--- config.mk ---
export PLATFORM = sky130hd
export DESIGN_NAME = pxlat_tlb
export DESIGN_NICKNAME = d
export VERILOG_FILES = /design/src/rtl/pxlat_pkg.sv /design/src/rtl/pxlat_perm.sv /design/src/rtl/pxlat_store.sv /design/src/rtl/pxlat_tlb.sv
export SDC_FILE = /design/constraint.sdc
export NUM_CORES = 2
export LEC_CHECK = 0
export ABC_AREA = 1
export BUFFER_PORTS_ARGS = -buffer_cell sky130_fd_sc_hd__buf_2
export CORE_MARGIN = 3
export CORE_UTILIZATION = 55
export DETAILED_ROUTE_END_ITERATION = 16
export PLACE_DENSITY = 0.71
export SYNTH_ARGS = -nofsm -noshare
export SYNTH_HDL_FRONTEND = slang
export SYNTH_HIERARCHICAL = 1
export SYNTH_SLANG_ARGS = --single-unit
--- constraint.sdc ---
create_clock -name clk -period 7.35 [get_ports clk]
set_input_delay 0 -clock clk [delete_from_list [all_inputs] [get_ports clk]]
set_output_delay 0 -clock clk [all_outputs]
set_load 0.005 [all_outputs]
--- src/rtl/pxlat_pkg.sv ---
package pxlat_pkg;

  typedef enum logic [1:0] {
    ACC_LOAD  = 2'd0,
    ACC_STORE = 2'd1,
    ACC_FETCH = 2'd2
  } acc_e;

  typedef enum logic [1:0] {
    FLT_NONE  = 2'd0,
    FLT_LOAD  = 2'd1,
    FLT_STORE = 2'd2,
    FLT_FETCH = 2'd3
  } flt_e;

  // entry flag positions; supervisor bits sit SUP_SHIFT above user bits
  localparam int PB_V  = 0;
  localparam int PB_UX = 1;
  localparam int PB_UW = 2;
  localparam int PB_UR = 3;
  localparam int PB_SX = 4;
  localparam int PERM_LO = 1;
  localparam int PERM_HI = 6;
  localparam int SUP_SHIFT = PB_SX - PB_UX;

  function automatic acc_e decode_acc(input logic [1:0] t);
    if (t[1])      return ACC_FETCH;
    else if (t[0]) return ACC_STORE;
    else           return ACC_LOAD;
  endfunction

endpackage

--- src/rtl/pxlat_perm.sv ---
module pxlat_perm
  import pxlat_pkg::*;
#(
  parameter int PTE_W = 32
) (
  input  logic [PTE_W-1:0] pte,
  input  logic             sup,
  input  acc_e             acc,
  output logic [2:0]       grant,
  output logic             fault,
  output flt_e             code
);

  localparam logic [PTE_W-1:0] ONE = PTE_W'(1);
  localparam logic [PTE_W-1:0] PMASK =
    ((ONE << (PERM_HI + 1)) - ONE) ^ ((ONE << PERM_LO) - ONE);

  logic [PTE_W-1:0] eff;
  logic             need;

  always_comb begin
    if (sup) eff = ((pte & PMASK) >> SUP_SHIFT) & PMASK;
    else     eff = pte & PMASK;
    eff[PB_V] = pte[PB_V];
    // grant order: load, store, fetch
    grant = {eff[PB_UX], eff[PB_UW], eff[PB_UR]};
    case (acc)
      ACC_STORE: need = grant[1];
      ACC_FETCH: need = grant[2];
      default:   need = grant[0];
    endcase
    fault = !(need && eff[PB_V]);
    if (!fault)                code = FLT_NONE;
    else if (acc == ACC_FETCH) code = FLT_FETCH;
    else if (acc == ACC_STORE) code = FLT_STORE;
    else                       code = FLT_LOAD;
  end

endmodule

--- src/rtl/pxlat_store.sv ---
module pxlat_store #(
  parameter int VPN_W   = 20,
  parameter int PPN_W   = 20,
  parameter int ENTRIES = 16,
  localparam int IDX_W  = $clog2(ENTRIES)
) (
  input  logic                  clk,
  input  logic                  rst,
  input  logic                  flush,
  input  logic                  wr_en,
  input  logic [IDX_W-1:0]      wr_idx,
  input  logic [VPN_W-1:0]      wr_vpn,
  input  logic [2:0]            wr_grant,
  input  logic [PPN_W-1:0]      wr_ppn,
  input  logic [IDX_W-1:0]      rd_idx,
  output logic [2:0][VPN_W-1:0] rd_tag,
  output logic [PPN_W-1:0]      rd_ppn
);

  // one tag array per access type: 0 load, 1 store, 2 fetch
  for (genvar g = 0; g < 3; g++) begin : g_tag
    logic [VPN_W-1:0] tags [ENTRIES];

    always_ff @(posedge clk) begin
      if (rst || flush) begin
        for (int i = 0; i < ENTRIES; i++) tags[i] <= '1;
      end else if (wr_en) begin
        tags[wr_idx] <= wr_grant[g] ? wr_vpn : '1;
      end
    end

    assign rd_tag[g] = tags[rd_idx];
  end

  logic [PPN_W-1:0] base [ENTRIES];

  always_ff @(posedge clk) begin
    if (wr_en) base[wr_idx] <= wr_ppn;
  end

  assign rd_ppn = base[rd_idx];

endmodule

--- src/rtl/pxlat_tlb.sv ---
module pxlat_tlb
  import pxlat_pkg::*;
#(
  parameter int VA_W     = 32,
  parameter int PA_W     = 32,
  parameter int PG_SHIFT = 12,
  parameter int ENTRIES  = 16
) (
  input  logic            clk,
  input  logic            rst,
  input  logic            lk_valid,
  input  logic [1:0]      lk_type,
  input  logic [VA_W-1:0] lk_vaddr,
  output logic            rsp_valid,
  output logic            rsp_hit,
  output logic            rsp_miss,
  output logic [PA_W-1:0] rsp_paddr,
  input  logic            rf_valid,
  output logic            rf_ready,
  input  logic [1:0]      rf_type,
  input  logic [VA_W-1:0] rf_vaddr,
  input  logic [PA_W-1:0] rf_pte,
  input  logic            rf_super,
  output logic            fill_done,
  output logic [1:0]      fill_fault,
  output logic [VA_W-1:0] fill_badaddr,
  output logic [PA_W-1:0] fill_paddr,
  input  logic            flush,
  output logic            icache_inv
);

  localparam int VPN_W = VA_W - PG_SHIFT;
  localparam int PPN_W = PA_W - PG_SHIFT;
  localparam int IDX_W = $clog2(ENTRIES);

  acc_e lk_acc, rf_acc;
  assign lk_acc = decode_acc(lk_type);
  assign rf_acc = decode_acc(rf_type);

  logic [VPN_W-1:0] lk_vpn, rf_vpn;
  assign lk_vpn = lk_vaddr[VA_W-1:PG_SHIFT];
  assign rf_vpn = rf_vaddr[VA_W-1:PG_SHIFT];

  logic [2:0][VPN_W-1:0] rd_tag;
  logic [PPN_W-1:0]      rd_ppn;
  logic                  lk_match;

  always_comb begin
    case (lk_acc)
      ACC_STORE: lk_match = (rd_tag[1] == lk_vpn);
      ACC_FETCH: lk_match = (rd_tag[2] == lk_vpn);
      default:   lk_match = (rd_tag[0] == lk_vpn);
    endcase
  end

  // flush wins: a refill is held off while it is asserted
  logic rf_fire, install;
  assign rf_ready = !flush && !rst;
  assign rf_fire  = rf_valid && rf_ready;

  logic [2:0] grant;
  logic       pfault;
  flt_e       pcode;

  pxlat_perm #(.PTE_W(PA_W)) u_perm (
    .pte   (rf_pte),
    .sup   (rf_super),
    .acc   (rf_acc),
    .grant (grant),
    .fault (pfault),
    .code  (pcode)
  );

  assign install = rf_fire && !pfault;

  pxlat_store #(.VPN_W(VPN_W), .PPN_W(PPN_W), .ENTRIES(ENTRIES)) u_store (
    .clk      (clk),
    .rst      (rst),
    .flush    (flush),
    .wr_en    (install),
    .wr_idx   (rf_vpn[IDX_W-1:0]),
    .wr_vpn   (rf_vpn),
    .wr_grant (grant),
    .wr_ppn   (rf_pte[PA_W-1:PG_SHIFT]),
    .rd_idx   (lk_vpn[IDX_W-1:0]),
    .rd_tag   (rd_tag),
    .rd_ppn   (rd_ppn)
  );

  always_ff @(posedge clk) begin
    if (rst) begin
      rsp_valid    <= 1'b0;
      rsp_hit      <= 1'b0;
      rsp_miss     <= 1'b0;
      rsp_paddr    <= '0;
      fill_done    <= 1'b0;
      fill_fault   <= FLT_NONE;
      fill_badaddr <= '0;
      fill_paddr   <= '0;
      icache_inv   <= 1'b0;
    end else begin
      rsp_valid  <= lk_valid;
      rsp_hit    <= lk_valid && lk_match;
      rsp_miss   <= lk_valid && !lk_match;
      rsp_paddr  <= (lk_valid && lk_match) ? {rd_ppn, lk_vaddr[PG_SHIFT-1:0]} : '0;
      fill_done  <= rf_fire;
      fill_fault <= rf_fire ? pcode : FLT_NONE;
      fill_badaddr <= (rf_fire && (pcode == FLT_LOAD || pcode == FLT_STORE))
                      ? rf_vaddr : '0;
      fill_paddr <= install ? {rf_pte[PA_W-1:PG_SHIFT], rf_vaddr[PG_SHIFT-1:0]} : '0;
      icache_inv <= flush;
    end
  end

endmodule

# Yosys cells after proc, flatten, opt, wreduce, memory -nomap -nowiden
# Memories as Yosys holds them, arrays and structs flattened. A register that Yosys moved wholly into a read port is not among the register bits.
# Index checks and enable logic that the tools add are counted.
# word_totals
word_cells,73
input_bits,106
n_memories,4
ramBits,1280
romBits,0
regBits,103
latch_bits,0
out_inout_bits,104
# mem_list
memory,words,width,rd,rd_clocked_by_memory_dff,write_ports,line,text
u_store.base,16,20,1,1,1,pxlat_store.sv:35,logic [PPN_W-1:0] base [ENTRIES];
u_store.g_tag[0].tags,16,20,1,0,16,pxlat_store.sv:22,logic [VPN_W-1:0] tags [ENTRIES];
u_store.g_tag[1].tags,16,20,1,0,16,pxlat_store.sv:22,
u_store.g_tag[2].tags,16,20,1,0,16,pxlat_store.sv:22,
# classes
mul,0
mux,28
reduce_logical,19
n_eq_ne,9
n_lt_le_gt_ge,0
shift,0
bitwise_logic,4
add_sub_neg,0
div,0
# op_table
operator,count
$mux 20,6
$eq 20x20->1,3
$reduce_or 20->1,3
$mux 4,4
$mux 1,11
$mux 2,5
$reduce_or 2->1,4
$logic_and 1x1->1,7
$eq 2x1->1 const B,3
$eq 2x2->1 const B,3
$not 1->1,4
$pmux 1 s2,2
$logic_not 1->1,3
$logic_or 1x1->1,2

# Depth between registers and ports, before layout
# depth
depth_word,11
ltp_mapped,20
ltp_nobuf,17

# Cells and area by module
# The synthesis kept the hierarchy.
# by_module_without_submodules
module,seq_area_each_um2,area_each_um2,n_inst,cells_each
pxlat_store,38436.9,59587.1,1,6437
pxlat_tlb,2062.0,3749.8,1,500
pxlat_perm,0.0,137.6,1,28

# Worst setup path before layout
# Ideal clock, no wire load.
# synth_timing
path_kind,input to register
start,input rf_type[0]
end,memory u_store.g_tag[0].tags[5][0] (enable)
path_buffers,1
t_required_ns,6.789
stages,12
slack_ns,1.354
setup_ns,0.561
arrival_time_ns,5.435
cell_sequence,inv_1 > nor2_1 > inv_1 > ha_1 > nand3_1 > nand2_1 > inv_2 > nand2_1 > nor2_1 > buf_2 > nand2_2 > o21ai_0
# synth_lines
item,line,text
from (decl),pxlat_tlb.sv:20,"input logic [1:0] rf_type,"
to (decl),pxlat_store.sv:22,

==> reports/qor.yml <==
routing:
  drt_wl_total_mm: 189
  drc_errors: 0
  viasPerCell: 5.57
  avgRoutedWirePerCell_um: 21.7
  drtIter0Drc: 6136
  vias: 48500
  ant_nets: 0
  firstDrtPassIters: 6
flow_run:
  cap_violations: 0
global_route:
  grt_max_degree: 165
  met3_usage: 0.0661
  track_usage: 0.313
  busiest_layer: "met2"
  grt_pass1_vias: 46300
  grt_pass1_wl_mm: 281
  met1_usage: 0.401
  grt_remaining_overflow: 0
  antenna_found_initial: 2
  grt_util_met2: 0.510
power_and_ir_drop:
  p_sw_uw: 4180
  p_clk_frac: 0.407
  peakVddDrop_uv: 215
  power.leakage_uw: 0.0311
  power_frac_comb: 0.081
  p_int_uw: 13300
  p_per_area_mw_per_mm2: 247
  p_sw_frac: 0.240
  seqPwrFrac: 0.512
worst_setup_path:
  endpoint_kind: "flop"
  crit_type: "in -> reg"
  required_ns: 7.82
  ff2ff_path_depth: 16
  critPathMaxFanout: 46
  cp.arrival_ns: 4.59
  startpoint: "rf_pte[5]"
  cp-start-kind: "primary input"
  r2r_end: "rsp_paddr[23]"
  r2r_slack_ns: 4.77
  r2r-start: "u_store/g_tag[0].tags[7][11]"
place:
  dp_hpwl_mm: 92.3
  port_buffers: 204
  gp_congestion: 0.836
  placed_area_mm2: 0.0651
clock_tree:
  ctsLongestPathBuffers: 3
  cts_root_buf: "clkbuf_16"
  clock_latency_ns: 0.77
  cts_tree: "done"
  holdBufCountCts: 107
  cts_resized: 0
  path_clk_slew_ns: 0.06
  cts_buffers: 146
  cts_setup_buffers: 0
  clock_sinks: 1383
  cts.htree.levels: 4
finish:
  num-nets-final: 7169
  drive_gt1_frac: 0.0811
  syn2layout_area_growth_pct: 11.5
  final_area_mm2: 0.0708
floorplan:
  row_count: 124
  die_h_um: 346
  start_util: 0.554
  fp.dieArea_mm2: 0.120
  core-area_mm2: 0.115
  boundaryPins: 210
  die_w_um: 346
sta:
  rsz0062_at_grt: "no"
  setup-tns-final_ns: 0
  skew_ns: 0.0309
  period_needed_ns: 4.12
  worst_pin_slew_ns: 1.28
  fmax_mhz: 243
  max_slew_margin: 0.144
  fin_hold_ws_ns: 0.0610
  final_hold_viol_count: 0
  setup_violations: 0
  slew_viol_final: 0
  min_period_over_period: 0.561
min_path:
  hp-class: "in -> reg"
  hold_depth: 5
  min_from: "lk_vaddr[15]"
  holdPathEnd: "rsp_paddr[18]"
logic_synthesis:
  ys_seq_area_frac: 0.638
  syn-cell-area_mm2: 0.0635
  synthFlopType: "edfxtp_1"
  synth_nets: 7073
  ys_seq_elements: 1383
  yosysWarnings: 6
  syn_inst: 6965
  synth.avg_cell_area_um2: 9.11
  synth.distinct_cells: 27
  synth_edf_count: 1280
  ys_async_sr_fraction: 0
outcome:
  status: "completed"
-- critical path: stages --
cell	delay (ns)
dlygate4sd3_1	0.55
buf_2	0.11
inv_1	0.03
nand2_1	0.08
dlygate4sd3_1	0.56
nand3_1	0.07
dlygate4sd3_1	0.55
nand3_1	0.10
nand2_1	0.07
nor2_1	0.10
buf_4	0.23
nand2_2	0.23
nor3_4	0.87
buf_4	0.86
nand2_1	0.15
-- cells in the mapped netlist (2+ instances only) --
library cell  count  area share
a21oi_1           2     0.00016
o21ai_0           2     0.00016
inv_1          1101       0.065
dfxtp_1         103       0.032
nor3_4            2     0.00051
edfxtp_1       1280        0.61
clkbuf_1        119      0.0070
inv_2            11     0.00065
nor2_2           27      0.0027
nand3_1         993       0.078
buf_6            15      0.0027
clkinv_1          8     0.00047
buf_2           271       0.021
nor2_1          171       0.010
and2_1            2     0.00020
buf_4            21      0.0025
nand2_1        2771        0.16
nand4_1          20      0.0020
buf_1            17      0.0010
ha_1              2     0.00039
nand2_2          21      0.0021
-- per-layer routing --
metal  up-vias  wire length [um]
li1      22100                 -
met1     22700             69000
met2      3093             87200
met3       582             22800
met4         0              9830
met5         -                 0
-- final cells by class --
| type | count | area, um^2 |
|---|---|---|
| timing repair buffer | 391 | 2820 |
| inverter | 1121 | 4250 |
| fill | 9135 | 43700 |
| clock inverter | 70 | 548 |
| antenna | 4 | 10.0 |
| sequential | 1383 | 40500 |
| tap | 1512 | 1890 |
| clock buffer | 202 | 4010 |
| multi-input combinational | 4018 | 16700 |
-- worst max path at each step --
stage                                  endpoint  slack [ns]  cells after the start
global route        u_store/g_tag[0].tags[6][5]        3.18                     15
detailed placement                rsp_paddr[25]        3.21                     18
floorplan           u_store/g_tag[0].tags[5][0]        1.35                     12
CTS                 u_store/g_tag[2].tags[6][4]        3.45                     15
finish              u_store/g_tag[2].tags[6][4]        3.23                     15
global placement                   rsp_paddr[1]        3.22                     18
-- power groups by stage --
stage | Clock, uW | Combinational [uW] | Sequential (uW)
3_5_place_dp | 0 | 1320 | 9100
5_1_grt | 7490 | 1530 | 8960
3_3_place_gp | 0 | 1300 | 9090
4_1_cts | 7160 | 1380 | 8930
6_report | 7100 | 1410 | 8930
2_1_floorplan | 0 | 857 | 9100
-- cells in the final DEF (no fill, tap or decap), drive strengths merged, types with 4 or more instances in the layout --
master	count
clkbuf	202
edfxtp	1280
nand2	2792
inv	1118
nand4	20
nor2	199
diode	4
dfxtp	103
bufinv	6
buf	284
nand3	994
dlygate4sd3	107
clkinv	64
-- cell families (layout without fill, tap and decap cells) --
logic type / after synthesis / count (layout) / synth area share
AOI/OAI and AO/OA: 6 / 6 / 0.000512
and+or+nand+nor: 4010 / 4010 / 0.260
DFF: 1383 / 1383 / 0.638
other: 0 / 4 / 0
adders and majority gates: 2 / 2 / 0.000394
buffers and inverters: 1564 / 1784 / 0.101
-- through the flow --
stage / instances / utilization / power (uW) / worst slack (ns)
2_1_floorplan: 6965 / - / 9950 / 1.35
3_3_place_gp: 8317 / 0.569 / 10400 / 3.22
3_5_place_dp: 8317 / 0.569 / 10400 / 3.21
4_1_cts: 8696 / 0.618 / 17500 / 3.45
5_1_grt: 8697 / 0.618 / 18000 / 3.18
6_report: 8701 / 0.618 / 17400 / 3.23
-- state kept, by name, indices dropped and copies added, names as in the netlist --
name,count
fill_badaddr,32
fill_done,1
fill_fault,2
fill_paddr,32
icache_inv,1
rsp_hit,1
rsp_miss,1
rsp_paddr,32
rsp_valid,1
u_store/base,320
u_store/g_tag.tags,960
No activity file was read; power rests on OpenSTA's default activity.
